**config.mk**
```make
export PLATFORM = sky130hd
export DESIGN_NAME = i2c_stop_ctl
export DESIGN_NICKNAME = d
export VERILOG_FILES = /design/src/rtl/i2cs_pkg.sv /design/src/rtl/i2cs_busy_flag.sv /design/src/rtl/i2cs_ctl_reg.sv /design/src/rtl/i2cs_stop_seq.sv /design/src/rtl/i2c_stop_ctl.sv
export SDC_FILE = /design/constraint.sdc
export NUM_CORES = 1
export LEC_CHECK = 0
export BUFFER_PORTS_ARGS = -buffer_cell sky130_fd_sc_hd__buf_2
export CORE_UTILIZATION = 39
export CTS_BUF_LIST = sky130_fd_sc_hd__clkbuf_16
export CTS_CLUSTER_DIAMETER = 50
export DETAILED_ROUTE_END_ITERATION = 8
export HOLD_SLACK_MARGIN = 0.15
export PLACE_DENSITY = 0.82
export SLEW_MARGIN = 15
export SYNTH_ARGS = -nofsm -noshare
export SYNTH_HDL_FRONTEND = slang
export SYNTH_HIERARCHICAL = 1
export SYNTH_SLANG_ARGS = --single-unit
```
**constraint.sdc**
```tcl
create_clock -name clk -period 3.26 [get_ports clk]
set_input_delay 0.489 -clock clk [delete_from_list [all_inputs] [get_ports clk]]
set_output_delay 0.489 -clock clk [all_outputs]
set_load 0.02 [all_outputs]
```
**src/rtl/i2cs_pkg.sv**
```systemverilog
package i2cs_pkg;
    localparam int REG_W      = 16;
    localparam int B_START    = 0;
    localparam int B_STOP     = 1;
    localparam int B_FILT     = 4;
    localparam int B_TX_BUSY  = 8;
    localparam int B_RX_BUSY  = 9;
    localparam int N_CHAN     = 2;   // 0: transmit, 1: receive

    typedef enum logic [2:0] {
        SQ_IDLE,
        SQ_PULL,
        SQ_RAISE,
        SQ_HOLD,
        SQ_RELEASE
    } sq_state_t;
endpackage

```
**src/rtl/i2cs_busy_flag.sv**
```systemverilog
module i2cs_busy_flag (
    input  logic clk,
    input  logic rst_n,
    input  logic begin_i,
    input  logic done_i,
    input  logic wait_i,
    output logic busy_o
);
    // wait forces idle, a new begin beats an end in the same cycle
    always_ff @(posedge clk or negedge rst_n) begin
        if (!rst_n)
            busy_o <= 1'b0;
        else if (wait_i)
            busy_o <= 1'b0;
        else if (begin_i)
            busy_o <= 1'b1;
        else if (done_i)
            busy_o <= 1'b0;
    end
endmodule

```
**src/rtl/i2cs_ctl_reg.sv**
```systemverilog
module i2cs_ctl_reg
    import i2cs_pkg::*;
(
    input  logic             clk,
    input  logic             rst_n,
    input  logic             wr_i,
    input  logic [REG_W-1:0] wdata_i,
    input  logic             start_clr_i,
    input  logic             stop_clr_i,
    input  logic             seq_lock_i,
    output logic             start_o,
    output logic             stop_o,
    output logic             filt_o
);
    always_ff @(posedge clk or negedge rst_n) begin
        if (!rst_n) begin
            filt_o  <= 1'b0;
            start_o <= 1'b0;
            stop_o  <= 1'b0;
        end else begin
            if (wr_i)
                filt_o <= wdata_i[B_FILT];

            if (start_clr_i)
                start_o <= 1'b0;
            else if (wr_i)
                start_o <= wdata_i[B_START];

            // Clearing by the sequencer wins; while locked the bit stays set
            if (stop_clr_i)
                stop_o <= 1'b0;
            else if (wr_i && !seq_lock_i)
                stop_o <= wdata_i[B_STOP];
        end
    end
endmodule

```
**src/rtl/i2cs_stop_seq.sv**
```systemverilog
module i2cs_stop_seq
    import i2cs_pkg::*;
#(
    parameter int HOLD_TICKS = 1
) (
    input  logic      clk,
    input  logic      rst_n,
    input  logic      launch_i,
    input  logic      tick_i,
    output logic      sda_low_o,
    output logic      scl_low_o,
    output logic      finish_o,
    output logic      lock_o,
    output sq_state_t state_o
);
    localparam int CNT_W = (HOLD_TICKS < 2) ? 1 : $clog2(HOLD_TICKS);

    sq_state_t        state_q, state_d;
    logic [CNT_W-1:0] hold_q, hold_d;
    logic             hold_done;

    assign hold_done = (hold_q == CNT_W'(HOLD_TICKS - 1));

    // state register
    always_ff @(posedge clk or negedge rst_n) begin
        if (!rst_n) begin
            state_q <= SQ_IDLE;
            hold_q  <= '0;
        end else begin
            state_q <= state_d;
            hold_q  <= hold_d;
        end
    end

    // next-state logic
    always_comb begin
        state_d = state_q;
        hold_d  = hold_q;
        unique case (state_q)
            SQ_IDLE: begin
                hold_d = '0;
                if (launch_i) state_d = SQ_PULL;
            end
            SQ_PULL:  if (tick_i) state_d = SQ_RAISE;
            SQ_RAISE: if (tick_i) state_d = SQ_HOLD;
            SQ_HOLD: begin
                if (tick_i) begin
                    if (hold_done) state_d = SQ_RELEASE;
                    else           hold_d  = hold_q + 1'b1;
                end
            end
            SQ_RELEASE: if (tick_i) state_d = SQ_IDLE;
            default: state_d = SQ_IDLE;
        endcase
    end

    // outputs
    always_comb begin
        sda_low_o = 1'b0;
        scl_low_o = 1'b0;
        finish_o  = 1'b0;
        lock_o    = 1'b0;
        unique case (state_q)
            SQ_IDLE: ;
            SQ_PULL: begin
                sda_low_o = 1'b1;
                scl_low_o = 1'b1;
                lock_o    = 1'b1;
            end
            SQ_RAISE, SQ_HOLD: begin
                sda_low_o = 1'b1;
                lock_o    = 1'b1;
            end
            SQ_RELEASE: begin
                lock_o   = 1'b1;
                finish_o = tick_i;
            end
            default: ;
        endcase
    end

    assign state_o = state_q;
endmodule

```
**src/rtl/i2c_stop_ctl.sv**
```systemverilog
module i2c_stop_ctl
    import i2cs_pkg::*;
#(
    parameter int HOLD_TICKS = 1
) (
    input  logic             clk,
    input  logic             rst_n,
    input  logic             reg_wr,
    input  logic [REG_W-1:0] reg_wdata,
    output logic [REG_W-1:0] reg_rdata,
    input  logic             scl_tick,
    input  logic             tx_begin,
    input  logic             rx_begin,
    input  logic             xfer_done,
    input  logic             wait_state,
    input  logic             tx_en,
    input  logic             rx_en,
    input  logic             start_issued,
    output logic             start_req,
    output logic             filt_en,
    output logic             sda_drive_low,
    output logic             scl_drive_low,
    output logic             bus_free
);
    logic [N_CHAN-1:0] chan_begin;
    logic [N_CHAN-1:0] chan_busy;
    logic              stop_bit;
    logic              seq_finish;
    logic              seq_lock;
    logic              launch;
    logic              bus_free_q;
    sq_state_t         sq_state;

    assign chan_begin = {rx_begin, tx_begin};

    for (genvar g = 0; g < N_CHAN; g++) begin : g_busy
        i2cs_busy_flag u_flag (
            .clk     (clk),
            .rst_n   (rst_n),
            .begin_i (chan_begin[g]),
            .done_i  (xfer_done),
            .wait_i  (wait_state),
            .busy_o  (chan_busy[g])
        );
    end

    i2cs_ctl_reg u_reg (
        .clk         (clk),
        .rst_n       (rst_n),
        .wr_i        (reg_wr),
        .wdata_i     (reg_wdata),
        .start_clr_i (start_issued),
        .stop_clr_i  (seq_finish),
        .seq_lock_i  (seq_lock),
        .start_o     (start_req),
        .stop_o      (stop_bit),
        .filt_o      (filt_en)
    );

    // A pending stop is only looked at when a transfer closes
    assign launch = xfer_done && stop_bit && !tx_en && !rx_en && !start_req
                    && (sq_state == SQ_IDLE);

    i2cs_stop_seq #(.HOLD_TICKS(HOLD_TICKS)) u_seq (
        .clk       (clk),
        .rst_n     (rst_n),
        .launch_i  (launch),
        .tick_i    (scl_tick),
        .sda_low_o (sda_drive_low),
        .scl_low_o (scl_drive_low),
        .finish_o  (seq_finish),
        .lock_o    (seq_lock),
        .state_o   (sq_state)
    );

    always_ff @(posedge clk or negedge rst_n) begin
        if (!rst_n)
            bus_free_q <= 1'b1;
        else if (seq_finish)
            bus_free_q <= 1'b1;
        else if (|chan_begin)
            bus_free_q <= 1'b0;
    end
    assign bus_free = bus_free_q;

    always_comb begin
        reg_rdata            = '0;
        reg_rdata[B_START]   = start_req;
        reg_rdata[B_STOP]    = stop_bit;
        reg_rdata[B_FILT]    = filt_en;
        reg_rdata[B_TX_BUSY] = chan_busy[0];
        reg_rdata[B_RX_BUSY] = chan_busy[1];
    end
endmodule

```
==> metrics.txt <==
outcome complete, no violations; Routed Antenna Nets 0; Final Hold Vio Count 0; synth top area cells dfrtp_1 (36%), buf_4 (19%), dfstp_2 (4.7%); Min Hold Slack 0.405 ns; min Tclk post-route 1.62 ns; min-delay src start_issued; VDD IR max 0.318 mV; DP HPWL 759 um; fraction of layout cells with a size suffix above 1 40.7%; Setup CP Type reg -> out; Reg2Reg Depth 4; worst path arrival time 1.13 ns; Worst Skew 0.00149 ns; io pins 48; initial antenna violation count 0; Worst EP required 2.77 ns; Area Growth Syn to Fin 27.7%; post-cts sizing count 0; startpoint types flip-flop; dpl cell area 626 um2; fill cell count 127; area share of the largest cell type after synthesis 35.8%; flop and latch count out of synthesis 9; Power Density 783 nW/um2; Post-Syn Area 559 um2; initial DRC count 12; global placement routability congestion 0.656; launching point of the worst reg2reg path u_seq/state_o[1]; # nets final 109; Post-CTS Setup Inserts 0; clock tree from TritonCTS yes; fmax 0.616 GHz; Core Area 1320 um2; WL/cell 9.90 um; first-pass iteration count of the detailed router 4; area leader, netlist dfrtp_1; Mapped Cells 57; Seq/Total Area, Yosys 40.5%; Pleak 0.000382 uW; first-pass GRT wire length 1400 um; r2r endpoint u_seq/state_o[0]; final worst-path cycle share 49.8%; Hold Crit Class in -> reg; Final Non-Filler Cells 96; Finished Cell Area 714 um2; # H-tree levels 1; total power 560 uW; Final TNS setup 0 ns; CP endpoint kind output pin; most frequent cells in the layout buf_2 (23), conb_1 (11), dfrtp_1 (8), nor2_1 (5), nand2b_1 (4); vias in the first global route 361; Synth cell types 25; Finish-stage setup viols 0; Worst Path Max Fanout 8; CTS Root Cell clkbuf_16; via count 415; number of port buffers 23; die area 1590 um2; Remaining Overflow, GRT 0; # DRC 0; Total GRT Usage 13.9%; Die Y 39.9 um; die width 39.9 um; Synth Area per Inst 9.81 um2; clock sink total 9; routed wire length 950 um; Via density 4.32; worst-case clock buffer depth 2; worst skew pair latency 0.23 ns; reg-to-reg setup timing slack 1.71 ns; Placed Instances 91; RSZ-0062 raised after global routing no; leading cell type in the layout, fill and taps excluded buf_2; ANT cells 0; largest net degree at the start of global routing 10; cts bufs inserted 3; fin. max-slew vios 0; cts hold-fix bufs 1; Reg clk slew, reported paths 0.04 ns; Initial Utilization 42.5%; max_cap viols 0; Ys Warns 6; hold-critical path depth 2; row cnt 13; hold path endpoint u_reg/start_o
[report_power, final]
| group | leakage, uW | switching [uW] | total [uW] | internal (uW) |
|---|---|---|---|---|
| combinational | 0.000228 | 99.4 | 178 | 78.3 |
| sequential | 0.000112 | 34.4 | 173 | 139 |
| clock | 0.0000423 | 48.8 | 209 | 160 |
| total | 0.000382 | 183 | 560 | 377 |
[worst max-delay path by stage]
| stage | endpoint | slack [ns] | from |
|---|---|---|---|
| 3_3_place_gp | u_seq/state_o[0] | 1.73 | tx_en |
| 2_1_floorplan | u_seq/state_o[0] | 1.80 | u_seq/state_o[1] |
| 6_report | scl_drive_low | 1.64 | u_seq/state_o[2] |
| 5_1_grt | scl_drive_low | 1.60 | u_seq/state_o[2] |
| 4_1_cts | scl_drive_low | 1.64 | u_seq/state_o[2] |
| 3_5_place_dp | u_seq/state_o[0] | 1.70 | tx_en |
[per-stage QoR]
stage | utilization, % | setup slack [ns]
2_1_floorplan | - | 1.80
5_1_grt | 54.2 | 1.60
4_1_cts | 54.2 | 1.64
3_5_place_dp | 47.5 | 1.70
3_3_place_gp | 47.5 | 1.73
6_report | 54.2 | 1.64
[registers in the layout, indices dropped and copies added (netlist names)]
register              cells
u_seq/state_o             3
u_reg/start_o             1
u_reg/stop_o              1
bus_free                  1
u_reg/filt_o              1
g_busy.u_flag/busy_o      2
[synth_stat cells]
| master | n |
|---|---|
| inv_1 | 2 |
| o21a_1 | 1 |
| buf_4 | 14 |
| and3_1 | 1 |
| a21o_1 | 1 |
| dfstp_2 | 1 |
| or4b_1 | 1 |
| mux2_2 | 2 |
| nand2b_1 | 4 |
| conb_1 | 1 |
| nor4_2 | 1 |
| mux2i_1 | 1 |
| a21oi_1 | 2 |
| nand4bb_1 | 1 |
| a21oi_2 | 2 |
| or4_1 | 1 |
| nand2_1 | 2 |
| o21ai_1 | 1 |
| nor2_1 | 5 |
| xnor2_1 | 1 |
| a21bo_2 | 1 |
| dfrtp_1 | 8 |
| nand3b_1 | 1 |
| nor2b_1 | 1 |
| o21ai_0 | 1 |
[layer usage]
metal  track usage (%)  up-vias  wire, um
met5                 0        -         0
met4              7.76        0         0
met3              5.11        0        49
met2              23.0       15       469
met1              14.8      188       431
li1                  -      212         -
[final cells by class]
| type | instances | area (um2) | area share, % |
|---|---|---|---|
| multi-input cells | 42 | 258 | 36.1 |
| repair buffers | 24 | 125 | 17.5 |
| clock buffers | 3 | 75.1 | 10.5 |
| inverters | 2 | 7.51 | 1.05 |
| flip-flops and latches | 9 | 226 | 31.7 |
| well taps | 15 | 18.8 | 2.63 |
| clock inverters | 1 | 3.75 | 0.525 |
[critical path: stages (launching register included)]
cell      delay, ns
dfrtp_1        0.46
nand2b_1       0.19
nor2_1         0.09
buf_2          0.17
[cell families (layout without fill, tap and decap cells)]
kind of cell	after synthesis	in the layout	synth area share [%]
other	1	11	0.670
AO/OA/AOI/OAI	9	9	11.2
flip-flops	9	9	40.5
buffers and inverters	16	30	20.1
AND/OR/NAND/NOR	18	18	20.1
XOR/XNOR	1	1	1.57
multiplexers	3	3	5.82
(Power assumes the default switching activity.)
